`src/rtl/gpio_pkg.sv`:
```
// gpio_pkg: shared register-select encoding for the dual GPIO block.
// Assumes a 3-bit register selector inside each port's address window.
package gpio_pkg;

    localparam int SEL_W = 3;

    typedef enum logic [SEL_W-1:0] {
        SEL_DATA = 3'd0,
        SEL_DIR  = 3'd1,
        SEL_IEN  = 3'd2,
        SEL_MODE = 3'd3,
        SEL_POL  = 3'd4,
        SEL_PEND = 3'd5,
        SEL_CLR  = 3'd6
    } reg_sel_e;

endpackage

```
`src/rtl/gpio_sync.sv`:
```
// gpio_sync: two-flop synchroniser for a vector of asynchronous pad inputs.
// Assumes each bit is synchronised on its own; no multi-bit coherence.
module gpio_sync #(
    parameter int W = 8
) (
    input  logic         clk,
    input  logic         rst_n,
    input  logic [W-1:0] din,
    output logic [W-1:0] dout
);

    logic [W-1:0] meta_q;
    logic [W-1:0] sync_q;
    logic [1:0]   age_q;

    // Two-stage capture of the pad values.
    always_ff @(posedge clk) begin
        if (!rst_n) begin
            meta_q <= '0;
            sync_q <= '0;
        end else begin
            meta_q <= din;
            sync_q <= meta_q;
        end
    end

    // Cycles since reset, saturating at two, used only to arm the check below.
    always_ff @(posedge clk) begin
        if (!rst_n)
            age_q <= 2'd0;
        else if (age_q != 2'd2)
            age_q <= age_q + 2'd1;
    end

    assign dout = sync_q;

    // Synchronised value equals the pad value two edges earlier.
    assert_two_stage_R4: assert property (@(posedge clk) disable iff (!rst_n)
        (age_q == 2'd2) |-> (dout == $past(din, 2)));

endmodule

```
`src/rtl/gpio_irq_detect.sv`:
```
// gpio_irq_detect: per-line level/edge interrupt detector with sticky edge status.
// Assumes pin is already synchronous to clk and ack is a one-cycle pulse.
module gpio_irq_detect #(
    parameter int W = 8
) (
    input  logic         clk,
    input  logic         rst_n,
    input  logic [W-1:0] pin,
    input  logic [W-1:0] en,
    input  logic [W-1:0] mode,
    input  logic [W-1:0] pol,
    input  logic [W-1:0] ack,
    output logic [W-1:0] status
);

    logic [W-1:0] pin_d;
    logic [W-1:0] qual;
    logic [W-1:0] hit;
    logic [W-1:0] st_d;
    logic [W-1:0] st_q;

    // Previous synchronised value, tracked even while disabled so enabling sees no false edge.
    always_ff @(posedge clk) begin
        if (!rst_n)
            pin_d <= '0;
        else
            pin_d <= pin;
    end

    for (genvar i = 0; i < W; i++) begin : g_line
        assign qual[i] = pol[i] ? pin[i] : ~pin[i];
        assign hit[i]  = pol[i] ? (pin[i] & ~pin_d[i]) : (~pin[i] & pin_d[i]);
        assign st_d[i] = !en[i]  ? 1'b0 :
                         mode[i] ? (hit[i] | (st_q[i] & ~ack[i])) :
                                   qual[i];
    end

    // Pending status register.
    always_ff @(posedge clk) begin
        if (!rst_n)
            st_q <= '0;
        else
            st_q <= st_d;
    end

    assign status = st_q;

    // A line disabled in the previous cycle is not pending.
    assert_disabled_quiet_R8: assert property (@(posedge clk) disable iff (!rst_n)
        1'b1 |=> ((status & ~$past(en)) == '0));

    // Edge status stays set without a clear.
    assert_edge_sticky_R6: assert property (@(posedge clk) disable iff (!rst_n)
        1'b1 |=> (($past(status & en & mode & ~ack) & ~status) == '0));

    // A clear without a fresh edge drops edge status.
    assert_ack_clears_R7: assert property (@(posedge clk) disable iff (!rst_n)
        1'b1 |=> (($past(status & en & mode & ack & ~hit) & status) == '0));

    // A fresh edge wins over a simultaneous clear.
    assert_ack_race_R9: assert property (@(posedge clk) disable iff (!rst_n)
        1'b1 |=> (($past(en & mode & hit) & ~status) == '0));

    // An active level on an enabled level-mode line is pending next cycle.
    assert_level_follow_R5: assert property (@(posedge clk) disable iff (!rst_n)
        1'b1 |=> (($past(en & ~mode & ~(pin ^ pol)) & ~status) == '0));

endmodule

```
`src/rtl/gpio_port.sv`:
```
// gpio_port: one GPIO port with data, direction and interrupt-setup registers.
// Assumes wr_en is already qualified by this port's address window.
module gpio_port
    import gpio_pkg::*;
#(
    parameter int W = 8
) (
    input  logic             clk,
    input  logic             rst_n,
    input  logic             wr_en,
    input  logic [SEL_W-1:0] sel,
    input  logic [W-1:0]     wdata,
    input  logic [W-1:0]     pad_in,
    output logic [W-1:0]     rdata,
    output logic [W-1:0]     pad_out,
    output logic [W-1:0]     pad_oe,
    output logic [W-1:0]     pend,
    output logic [W-1:0]     ien
);

    logic [W-1:0] data_q;
    logic [W-1:0] dir_q;
    logic [W-1:0] ien_q;
    logic [W-1:0] mode_q;
    logic [W-1:0] pol_q;
    logic [W-1:0] pin_s;
    logic [W-1:0] clr_v;

    gpio_sync #(.W(W)) u_sync (
        .clk   (clk),
        .rst_n (rst_n),
        .din   (pad_in),
        .dout  (pin_s)
    );

    // Register writes; the pending register has no write path.
    always_ff @(posedge clk) begin
        if (!rst_n) begin
            data_q <= '0;
            dir_q  <= '0;
            ien_q  <= '0;
            mode_q <= '0;
            pol_q  <= '0;
        end else if (wr_en) begin
            case (sel)
                SEL_DATA: data_q <= wdata;
                SEL_DIR:  dir_q  <= wdata;
                SEL_IEN:  ien_q  <= wdata;
                SEL_MODE: mode_q <= wdata;
                SEL_POL:  pol_q  <= wdata;
                default:  ;
            endcase
        end
    end

    // One-cycle clear pulse from a write to the clear register.
    assign clr_v = (wr_en && sel == SEL_CLR) ? wdata : '0;

    gpio_irq_detect #(.W(W)) u_detect (
        .clk    (clk),
        .rst_n  (rst_n),
        .pin    (pin_s),
        .en     (ien_q),
        .mode   (mode_q),
        .pol    (pol_q),
        .ack    (clr_v),
        .status (pend)
    );

    // Read multiplexer; clear and unused selects read zero.
    always_comb begin
        case (sel)
            SEL_DATA: rdata = (dir_q & data_q) | (~dir_q & pin_s);
            SEL_DIR:  rdata = dir_q;
            SEL_IEN:  rdata = ien_q;
            SEL_MODE: rdata = mode_q;
            SEL_POL:  rdata = pol_q;
            SEL_PEND: rdata = pend;
            default:  rdata = '0;
        endcase
    end

    assign pad_out = data_q;
    assign pad_oe  = dir_q;
    assign ien     = ien_q;

endmodule

```
`src/rtl/gpio_dual_irq.sv`:
```
// gpio_dual_irq: PORTS GPIO ports on one register bus with a combined interrupt.
// Assumes the bus width equals LINES and reads are combinational.
module gpio_dual_irq
    import gpio_pkg::*;
#(
    parameter  int PORTS  = 2,
    parameter  int LINES  = 8,
    localparam int PSEL_W = (PORTS > 1) ? $clog2(PORTS) : 1,
    localparam int ADDR_W = SEL_W + PSEL_W,
    localparam int NPINS  = PORTS * LINES
) (
    input  logic              clk,
    input  logic              rst_n,
    input  logic              reg_wr,
    input  logic [ADDR_W-1:0] reg_addr,
    input  logic [LINES-1:0]  reg_wdata,
    output logic [LINES-1:0]  reg_rdata,
    input  logic [NPINS-1:0]  pad_in,
    output logic [NPINS-1:0]  pad_out,
    output logic [NPINS-1:0]  pad_oe,
    output logic              irq
);

    logic [PSEL_W-1:0] port_sel;
    logic [SEL_W-1:0]  reg_sel;
    logic [LINES-1:0]  port_rd [PORTS];
    logic [NPINS-1:0]  pend_all;
    logic [NPINS-1:0]  ien_all;

    assign port_sel = reg_addr[ADDR_W-1:SEL_W];
    assign reg_sel  = reg_addr[SEL_W-1:0];

    for (genvar p = 0; p < PORTS; p++) begin : g_port
        logic we;
        assign we = reg_wr && (port_sel == PSEL_W'(p));

        gpio_port #(.W(LINES)) u_port (
            .clk     (clk),
            .rst_n   (rst_n),
            .wr_en   (we),
            .sel     (reg_sel),
            .wdata   (reg_wdata),
            .pad_in  (pad_in[p*LINES +: LINES]),
            .rdata   (port_rd[p]),
            .pad_out (pad_out[p*LINES +: LINES]),
            .pad_oe  (pad_oe[p*LINES +: LINES]),
            .pend    (pend_all[p*LINES +: LINES]),
            .ien     (ien_all[p*LINES +: LINES])
        );
    end

    // Select the addressed port's read data; unmapped ports read zero.
    always_comb begin
        reg_rdata = '0;
        for (int p = 0; p < PORTS; p++)
            if (port_sel == PSEL_W'(p))
                reg_rdata = port_rd[p];
    end

    assign irq = |pend_all;

    // The interrupt needs some line enabled in the cycle that set it.
    assert_irq_source_R10: assert property (@(posedge clk) disable iff (!rst_n)
        irq |-> (|$past(ien_all)));

endmodule

```
`config.mk`:
```
export PLATFORM = sky130hd
export DESIGN_NAME = gpio_dual_irq
export DESIGN_NICKNAME = d
export VERILOG_FILES = /design/src/rtl/gpio_pkg.sv /design/src/rtl/gpio_sync.sv /design/src/rtl/gpio_irq_detect.sv /design/src/rtl/gpio_port.sv /design/src/rtl/gpio_dual_irq.sv
export SDC_FILE = /design/constraint.sdc
export NUM_CORES = 1
export LEC_CHECK = 0
export BUFFER_PORTS_ARGS = -buffer_cell sky130_fd_sc_hd__buf_2
export CAP_MARGIN = 20
export CORE_MARGIN = 5
export CORE_UTILIZATION = 42
export DETAILED_ROUTE_END_ITERATION = 6
export PLACE_DENSITY = 0.7
export SLEW_MARGIN = 40
export SYNTH_ARGS = -nofsm -noshare
export SYNTH_HDL_FRONTEND = slang
export SYNTH_SLANG_ARGS = --single-unit
```
`constraint.sdc`:
```
create_clock -name clk -period 2.6 [get_ports clk]
set_input_delay 0.26 -clock clk [delete_from_list [all_inputs] [get_ports clk]]
set_output_delay 0.26 -clock clk [all_outputs]
set_load 0.05 [all_outputs]
```
==> results.md, run 1 <==
* Status: complete, no violations
* Layout cells sized above 1 at 17.6%
* Switching power share of the total at 22.6%
* Netlist cell types at 43
* R2r worst-path depth at 3
* Power, Total at 5.39 mW
* FF+latch area at 2880 sq um
* Most frequent cell after synthesis: dfxtp_1
* Final period util at 92.2%
* Ys async rst share at 0%
* Top_reg_cell synth: dfxtp_1
* Slew HR at 49.9%
* TritonCTS Sinks at 144
* CP bufs+invs at 1
* Area of the multi-input gates at 3370 sq um
* Via count at 5252
* YS warnings at 0
* Port bufs at 71
* Final Non-Filler Cells at 962
* Worst vdd ir at 475 uV
* Finished Core Util at 50.8%
* Post-CTS setup buffers at 0
* Rows at 45
* Final ANT Viol Nets at 0
* Cell area after layout at 7690 sq um
* CP cell instances: mux2_2 > mux4_2 > o22ai_1 > a21oi_1 > buf_2
* Die Ht at 134 um
* Sequential power share at 42.4%
* Ant diodes at 0
* Fin Clk Skew at 0.00467 ns
* Fin Setup TNS at 0 ns
* Post-CTS Hold Buffers at 0
* Power density cells at 701 nW/um^2
* Mapped Area at 6460 sq um
* Largest net degree at the start of global routing at 89
* CTS tree: done
* Clk buf depth at 2
* Final nets at 793
* H-tree Lvls at 4
* Gr usage total at 19.4%
* Largest delay share family, worst path: multiplexers
* Clock-pin slew on the worst setup and hold paths at 0.06 ns
* Top Ports at 72
* Post-DP HPWL at 11.5 mm
* Detailed Route WL at 17.2 mm
* Syn Nets at 731
* Post-synth EDFFs at 0
* Area grow syn2layout at 18.9%
* Die X at 134 um
* Pleak at 3.07 nW
* DR pass1 iterations at 5
* Post-synthesis sequential area ratio at 44.6%
* Initial Util at 42.7%
* Area after DPL at 7030 sq um
* Fmax at 0.417 GHz
* Average wire per cell in the routed design at 17.9 um
* Setup ws final at 0.203 ns
* Max Cap Viol at 0
* Pint at 4.17 mW
* RSZ-0062 raised after global routing: no
* Post-Synthesis Cells at 700
* Cell count after placement at 931
* DRC at 0
* Vias in the first global route at 5229
* 1st-iter DRT viols at 410
* WP depth at 5
* Synth top cells by count: 144 x dfxtp_1, 79 x nand2_1, 62 x mux2i_1
* Vias per cell at 5.46
* R2R Setup Slk at 1.60 ns
* Syn avg cell area at 9.23 sq um
* Clk network pwr share at 50.0%
* Crit path max-delay cell type: mux4_2
* Combinational group share of total power at 7.6%
* Die area at 18000 sq um
* Fill cells at 1406
* Hold crit path type: input port to register
* Register bit count reported by yosys at 144
* Setup CP Type: register to output port
* Total CTS buffers at 17
* Required time of the critical path at 2.34 ns
* CP peak stage delay at 0.46 ns
* Min Hold Slack at 0.0392 ns
* CP max FO at 4
* Worst-margin pin slew at 0.749 ns
* Final Hold Viols at 0
* Cell depth of the worst hold path at 2
* Largest area contributor in the netlist: dfxtp_1
* Net switching power at 1.22 mW
* Global-route wire length before repair at 27.5 mm
* CP Capture Type: output port
* Clk_lat worst skew at 0.42 ns
* Grt ovf at 0
* Worst slack at placement at 0.367 ns
* CTS root buffer: clkbuf_16
* Largest cells by area after synthesis: dfxtp_1 45%, mux2i_1 9.6%, a21boi_0 5.7%
* Worst Setup Start Kind: register
* CP arrival at 2.14 ns
* Post-CTS sizing at 0
* Final Critical Period at 2.40 ns
* Final slew viol count at 0
* Setup violators final at 0
* Number of antenna violations at the first check in global routing at 0
* GP Congestion at 0.853
* Core area at 15100 sq um
* Yosys top cell area share at 44.6%
==> cells by family (layout without fill, tap and decap cells) <==
logic type,count (synthesis),after routing,synth area share (%)
buffers and inverters,51,125,3.39
AO/OA/AOI/OAI,175,175,17.8
XOR/XNOR,28,28,3.79
flip-flops,144,144,44.6
multiplexers,68,68,11.0
AND/OR/NAND/NOR,234,234,19.4
==> layout by cell type, fill, tap and decap left out, types with 3 or more instances in the layout <==
| cell | n |
|---|---|
| o221ai_1 | 7 |
| nor2b_1 | 39 |
| buf_4 | 20 |
| mux2_2 | 4 |
| xor2_1 | 14 |
| a21oi_1 | 47 |
| nor2_1 | 10 |
| a21boi_0 | 49 |
| o22ai_1 | 4 |
| dfxtp_1 | 144 |
| clkbuf_16 | 17 |
| xnor2_1 | 14 |
| nand2b_1 | 9 |
| mux2i_1 | 62 |
| nor4_1 | 4 |
| nor3_1 | 4 |
| o21ai_0 | 40 |
| o311a_1 | 3 |
| nand2_1 | 79 |
| bufinv_16 | 5 |
| nand3_1 | 28 |
| buf_2 | 70 |
| or3_1 | 3 |
| and2_1 | 48 |
| clkbuf_8 | 3 |
| o211a_1 | 14 |
==> state kept, by name, summed over array words and instances (netlist names) <==
signal and cells:
g_port.u_port.u_detect.status 16, g_port.u_port.pad_oe 16, g_port.u_port.u_detect.pin_d 16, g_port.u_port.mode_q 16, g_port.u_port.u_sync.meta_q 16, g_port.u_port.pol_q 16, g_port.u_port.ien 16, g_port.u_port.pad_out 16
g_port.u_port.u_sync.dout 16
==> power by group through the flow <==
stage	combinational, mW	sequential, mW	clock, mW
2_1_floorplan	0.263	2.35	0
3_3_place_gp	0.402	2.34	0
3_5_place_dp	0.405	2.34	0
4_1_cts	0.407	2.29	2.74
5_1_grt	0.441	2.29	2.83
6_report	0.409	2.29	2.69
==> path summary, 6_finish.rpt <==
path	start	endpoint
worst max-delay path	g_port[0].u_port.pad_oe[3]	reg_rdata[3]
worst min-delay path	pad_in[5]	g_port[0].u_port.u_sync.meta_q[5]
worst max register to register	g_port[0].u_port.mode_q[1]	g_port[0].u_port.u_detect.status[1]
worst min register to register	g_port[1].u_port.u_sync.meta_q[6]	g_port[1].u_port.u_sync.dout[6]
==> metal layers <==
| layer | up-vias | GRT usage [%] | share of wire, % |
|---|---|---|---|
| met5 | - | 0 | 0 |
| met4 | 0 | 7.75 | 2.2 |
| met3 | 30 | 4.91 | 6.2 |
| met2 | 168 | 30.3 | 47 |
| met1 | 2493 | 25.9 | 45 |
| li1 | 2561 | - | - |
==> cell type report <==
cell class                      instances  area share [%]
Clock inverter                          9            2.34
Tap cell                              188            3.06
Clock buffer                           22            6.17
Inverter                                2          0.0977
Multi-Input combinational cell        505            43.8
Sequential cell                       144            37.5
Timing Repair Buffer                   92            7.03
Power figures use the tool's default switching activity.
==> inputs of run 2 (changes only) <==
==> constraint.sdc (replaced) <==
create_clock -name clk -period 2.7 [get_ports clk]
set_input_delay 0.27 -clock clk [delete_from_list [all_inputs] [get_ports clk]]
set_output_delay 0.27 -clock clk [all_outputs]
set_load 0.05 [all_outputs]
==> results.md, run 2 (synthesis results as in run 1) <==
* R2R Setup Slk at 1.64 ns (was 1.60 ns)
* Die X at 134 um (unchanged)
* Power, Total at 4.87 mW (was 5.39 mW)
* Final slew viol count at 0 (unchanged)
* Hold path startpoint: pad_in[1] (was pad_in[5])
* Number of antenna violations at the first check in global routing at 0 (unchanged)
* Required time of the critical path at 2.43 ns (was 2.34 ns)
* Post-CTS sizing at 0 (unchanged)
* Area grow syn2layout at 17.7% (was 18.9%)
* Worst vdd ir at 422 uV (was 475 uV)
* CP arrival at 2.19 ns (was 2.14 ns)
* Layout cells sized above 1 at 17.4% (was 17.6%)
* Grt ovf at 0 (unchanged)
* CP Launch Point: g_port[0].u_port.u_sync.dout[7] (was g_port[0].u_port.pad_oe[3])
* Final Critical Period at 2.46 ns
* Rows at 45 (unchanged)
* Global-route wire length before repair at 28.2 mm (was 27.5 mm)
* Clk buf depth at 2 (unchanged)
* Final period util at 91.2%
* Initial Util at 42.7% (unchanged)
* 1st-iter DRT viols at 523 (was 410)
* Gr usage total at 19.9% (was 19.4%)
* Slew HR at 53.5% (was 49.9%)
* Post-CTS Hold Buffers at 0 (unchanged)
* Vias in the first global route at 5195 (was 5229)
* Finished Core Util at 50.2% (was 50.8%)
* Final ANT Viol Nets at 0 (unchanged)
* Commonest non-fill, non-tap cell in the layout: dfxtp_1 (unchanged)
* CTS tree: done (unchanged)
* Hold crit path type: input port to register (unchanged)
* H-tree Lvls at 4 (unchanged)
* Post-DP HPWL at 12.2 mm (was 11.5 mm)
* Final Hold Viols at 0 (unchanged)
* Pleak at 3.05 nW (was 3.07 nW)
* RSZ-0062 raised after global routing: no (unchanged)
* Cell depth of the worst hold path at 2 (unchanged)
* Worst Setup Start Kind: register (unchanged)
* Detailed Route WL at 17.5 mm (was 17.2 mm)
* CTS root buffer: clkbuf_16 (unchanged)
* CP Capture Type: output port (unchanged)
* Ant diodes at 0 (unchanged)
* Fin Setup TNS at 0 ns (unchanged)
* Worst-margin pin slew at 0.695 ns (was 0.749 ns)
* Port bufs at 71 (unchanged)
* Worst r2r src: g_port[0].u_port.pol_q[7] (was g_port[0].u_port.mode_q[1])
* Power density cells at 640 nW/um^2 (was 701 nW/um^2)
* Worst Hold Path EP: g_port[0].u_port.u_sync.meta_q[1] (was g_port[0].u_port.u_sync.meta_q[5])
* DR pass1 iterations at 5 (unchanged)
* Most frequent cells in the layout: 144 x dfxtp_1, 79 x nand2_1, 70 x buf_2 (unchanged)
* Fin Clk Skew at 0.00590 ns (was 0.00467 ns)
* CP max FO at 3 (was 4)
* Post-CTS setup buffers at 0 (unchanged)
* Fmax at 0.406 GHz
* Clock-pin slew on the worst setup and hold paths at 0.05 ns (was 0.06 ns)
* Largest net degree at the start of global routing at 75 (was 89)
* Via count at 5330 (was 5252)
* Status: complete, no violations (unchanged)
* Clk_lat worst skew at 0.42 ns (about the same)
* R2r worst-path depth at 3 (unchanged)
* Setup violators final at 0 (unchanged)
* FF-to-FF End: g_port[0].u_port.u_detect.status[7] (was g_port[0].u_port.u_detect.status[1])
* TritonCTS Sinks at 144 (unchanged)
* DRC at 0 (unchanged)
* GP Congestion at 0.906 (was 0.853)
* Max Cap Viol at 0 (unchanged)
* Core area at 15100 sq um (unchanged)
* Top Ports at 72 (unchanged)
* Final nets at 796 (was 793)
* Vias per cell at 5.52 (was 5.46)
* Setup CP Type: register to output port (unchanged)
* Average wire per cell in the routed design at 18.1 um (was 17.9 um)
* Total CTS buffers at 17 (unchanged)
* Die area at 18000 sq um (unchanged)
* Die Ht at 134 um (unchanged)
[run 2: cell types whose count changed in the layout (fill, tap and decap cells not counted), sizes merged]
| cell | change |
|---|---|
| clkinvlp | -1 |
| buf | +3 |
| clkbuf | +4 |
| bufinv | -3 |
| clkinv | +1 |
[run 2: per-layer routing]
layer | part of all wire (%) | wire length, um | vias to the layer above | track usage [%]
li1 | - | - | 2569 | -
met1 | 44 | 7760 | 2561 | 26.2
met2 | 48 | 8400 | 165 | 32.3
met3 | 5.5 | 957 | 35 | 3.90
met4 | 2.3 | 400 | 0 | 8.20
met5 | 0 | 0 | - | 0
[run 2: stage by stage]
step / instances / instance area (sq um) / hold WS [ns] / setup WS (ns)
after floorplan: 700 / 6460 / 0.397 / 0.0217
after global placement: 934 / 7040 / 0.413 / 0.404
after detailed placement: 934 / 7040 / 0.417 / 0.406
after CTS: 966 / 7610 / 0.0368 / 0.234
after global routing: 966 / 7610 / 0.0398 / 0.138
final: 966 / 7610 / 0.0507 / 0.238
[run 2: report_power, final]
part / internal [mW] / total (mW) / switching [mW]
clock: 1.43 / 2.27 / 0.842
combinational: 0.140 / 0.394 / 0.254
sequential: 2.17 / 2.20 / 0.0332
total: 3.74 / 4.87 / 1.13
[run 2: worst max path at each step]
stage	cells past startpoint	end	slack (ns)
5_1_grt	5	reg_rdata[7]	0.14
4_1_cts	5	reg_rdata[7]	0.23
6_report	5	reg_rdata[7]	0.24
3_3_place_gp	7	reg_rdata[6]	0.40
3_5_place_dp	7	reg_rdata[6]	0.41
2_1_floorplan	6	reg_rdata[7]	0.02
[run 2: final cells by class]
type | instances | area (sq um)
clock inverters | 6 | 80.1
repair buffers | 95 | 551
multi-input cells | 505 | 3360
well taps | 188 | 235
flip-flops and latches | 144 | 2880
fillers | 1412 | 7540
clock buffers | 26 | 489
inverters | 2 | 7.51
[run 2: critical path, stage by stage, from the launching register on]
cell	delay, ns
dfxtp_1	0.40
or3b_2	0.46
a21oi_1	0.15
a311oi_1	0.06
a211oi_1	0.36
buf_2	0.33
==> inputs of run 3 (changes only) <==
--- a/config.mk
+++ b/config.mk
@@ -5,12 +5,13 @@
 export SDC_FILE = /design/constraint.sdc
 export NUM_CORES = 1
 export LEC_CHECK = 0
+export ABC_CLOCK_PERIOD_IN_PS = 2700
 export BUFFER_PORTS_ARGS = -buffer_cell sky130_fd_sc_hd__buf_2
 export CAP_MARGIN = 20
 export CORE_MARGIN = 5
 export CORE_UTILIZATION = 42
 export DETAILED_ROUTE_END_ITERATION = 6
-export PLACE_DENSITY = 0.7
+export PLACE_DENSITY = 0.61
 export SLEW_MARGIN = 40
 export SYNTH_ARGS = -nofsm -noshare
 export SYNTH_HDL_FRONTEND = slang
==> results.md, run 3 (synthesis results as in run 1) <==
* Status: complete, no violations (unchanged)
* Via count at 5343 (was 5330)
* Setup violators final at 0 (unchanged)
* Final ANT Viol Nets at 0 (unchanged)
* Die X at 134 um (unchanged)
* Final Non-Filler Cells at 961 (was 966)
* Detailed Route WL at 17.6 mm (was 17.5 mm)
* Area after DPL at 7020 sq um (was 7040 sq um)
* Rows at 45 (unchanged)
* Number of antenna violations at the first check in global routing at 0 (unchanged)
* Final period util at 90.5% (was 91.2%)
* Setup ws final at 0.256 ns (was 0.238 ns)
* FF-to-FF End: g_port[0].u_port.u_detect.status[1] (was g_port[0].u_port.u_detect.status[7])
* Cell area after layout at 7660 sq um (was 7610 sq um)
* Port bufs at 71 (unchanged)
* Area grow syn2layout at 18.5% (was 17.7%)
* Clk network pwr share at 49.3% (was 46.6%)
* H-tree Lvls at 4 (unchanged)
* Combinational group share of total power at 7.7% (was 8.1%)
* DRC at 0 (unchanged)
* Slew HR at 54.0% (was 53.5%)
* GP Congestion at 0.884 (was 0.906)
* Core area at 15100 sq um (unchanged)
* Gr usage total at 19.9% (about the same)
* CTS tree: done (unchanged)
* Vias in the first global route at 5282 (was 5195)
* CP Capture Type: output port (unchanged)
* Most frequent cells in the layout: 144 x dfxtp_1, 79 x nand2_1, 70 x buf_2 (unchanged)
* Net switching power at 1.17 mW (was 1.13 mW)
* Die Ht at 134 um (unchanged)
* Post-DP HPWL at 12.3 mm (was 12.2 mm)
* CP arrival at 2.17 ns (was 2.19 ns)
* Power density cells at 669 nW/um^2 (was 640 nW/um^2)
* Fmax at 0.409 GHz (was 0.406 GHz)
* Ant diodes at 0 (unchanged)
* Grt ovf at 0 (unchanged)
* Commonest non-fill, non-tap cell in the layout: dfxtp_1 (unchanged)
* Post-CTS setup buffers at 0 (unchanged)
* Largest net degree at the start of global routing at 84 (was 75)
* Final slew viol count at 0 (unchanged)
* Worst Setup Start Kind: register (unchanged)
* Clk_lat worst skew at 0.41 ns (was 0.42 ns)
* CP max FO at 4 (was 3)
* Setup CP Type: register to output port (unchanged)
* CP peak stage delay at 0.45 ns (was 0.46 ns)
* Switching power share of the total at 22.8% (was 23.2%)
* 1st-iter DRT viols at 496 (was 523)
* Final Critical Period at 2.44 ns (was 2.46 ns)
* Die area at 18000 sq um (unchanged)
* Worst slack at placement at 0.407 ns (was 0.406 ns)
* Clock-pin slew on the worst setup and hold paths at 0.06 ns (was 0.05 ns)
* Fin Clk Skew at 0.00524 ns (was 0.00590 ns)
* Vias per cell at 5.56 (was 5.52)
* Final nets at 792 (was 796)
* Post-CTS sizing at 0 (unchanged)
* Worst-margin pin slew at 0.690 ns (was 0.695 ns)
* TritonCTS Sinks at 144 (unchanged)
* Total CTS buffers at 17 (unchanged)
* CP cell instances: mux2_2 > mux4_2 > o22ai_1 > a21oi_1 > buf_2 (was or3b_2 > a21oi_1 > a311oi_1 > a211oi_1 > buf_2)
* Worst setup path end: reg_rdata[3] (was reg_rdata[7])
* Fin Setup TNS at 0 ns (unchanged)
* Global-route wire length before repair at 28.3 mm (was 28.2 mm)
* Sequential power share at 43.0% (was 45.3%)
* Pint at 3.95 mW (was 3.74 mW)
* Max Cap Viol at 0 (unchanged)
* R2R Setup Slk at 1.65 ns (was 1.64 ns)
* Crit path max-delay cell type: mux4_2 (was or3b_2)
* R2r worst-path depth at 3 (unchanged)
* Worst vdd ir at 450 uV (was 422 uV)
* CP Launch Point: g_port[0].u_port.pad_oe[3] (was g_port[0].u_port.u_sync.dout[7])
* Pleak at 3.06 nW (was 3.05 nW)
* RSZ-0062 raised after global routing: no (unchanged)
* Average wire per cell in the routed design at 18.4 um (was 18.1 um)
* Hold crit path type: input port to register (unchanged)
* Layout cells sized above 1 at 17.3% (was 17.4%)
* Initial Util at 42.7% (unchanged)
* CTS root buffer: clkbuf_16 (unchanged)
* Required time of the critical path at 2.43 ns (about the same)
* Final Hold Viols at 0 (unchanged)
* Worst r2r src: g_port[0].u_port.mode_q[1] (was g_port[0].u_port.pol_q[7])
* Clk buf depth at 2 (unchanged)
* Cell count after placement at 930 (was 934)
* Top Ports at 72 (unchanged)
* DR pass1 iterations at 5 (unchanged)
* Post-CTS Hold Buffers at 0 (unchanged)
==> run 3: cell types whose count changed in the layout (fill, tap and decap cells not counted), sizes merged <==
cell	before	now
inv	2	3
bufinv	2	4
clkinv	4	3
buf	95	91
clkbuf	26	23
==> run 3: power groups by stage <==
stage | clock, mW | sequential, mW | combinational [mW]
after detailed placement | 0 | 2.25 | 0.390
after floorplan | 0 | 2.26 | 0.253
after global routing | 2.68 | 2.21 | 0.422
after global placement | 0 | 2.25 | 0.384
after CTS | 2.57 | 2.20 | 0.392
final | 2.53 | 2.20 | 0.392
==> run 3: worst max-delay path, delay by kind of cell (launching register included) <==
family                 cells  cell delay (ns)
buffers and inverters      1             0.22
muxes                      2             0.83
DFF                        1             0.42
AOI/OAI and AO/OA          2             0.28
==> run 3: worst min-delay path by stage <==
stage,endpoint,slack (ns),start,cells past startpoint
5_1_grt,g_port[1].u_port.u_sync.meta_q[5],0.04,pad_in[13],2
3_5_place_dp,g_port[0].u_port.u_sync.dout[3],0.42,g_port[0].u_port.u_sync.meta_q[3],1
4_1_cts,g_port[0].u_port.u_sync.meta_q[2],0.04,pad_in[2],2
2_1_floorplan,g_port[0].u_port.u_sync.meta_q[0],0.40,pad_in[0],1
6_report,g_port[0].u_port.u_sync.meta_q[2],0.06,pad_in[2],2
3_3_place_gp,g_port[0].u_port.u_sync.dout[1],0.41,g_port[0].u_port.u_sync.meta_q[1],1
==> run 3: cell type report <==
cell class / count / area (sq um)
fillers: 1422 / 7490
multi-input cells: 505 / 3360
flip-flops and latches: 144 / 2880
repair buffers: 91 / 533
clock buffers: 23 / 488
well taps: 188 / 235
clock inverters: 8 / 151
inverters: 2 / 7.51
==> run 3: per-layer routing <==
layer	routed length [um]	global-route usage, %	vias up
met1	7970	26.3	2619
li1	-	-	2560
met5	0	0	-
met4	357	6.33	0
met3	799	4.54	24
met2	8510	32.5	140
==> run 3: stage by stage <==
step	hold slack, ns	utilization (%)	power (mW)
2_1_floorplan	0.397	-	2.51
5_1_grt	0.0410	50.6	5.31
4_1_cts	0.0391	50.6	5.17
3_3_place_gp	0.414	46.4	2.63
3_5_place_dp	0.419	46.4	2.64
6_report	0.0554	50.6	5.12
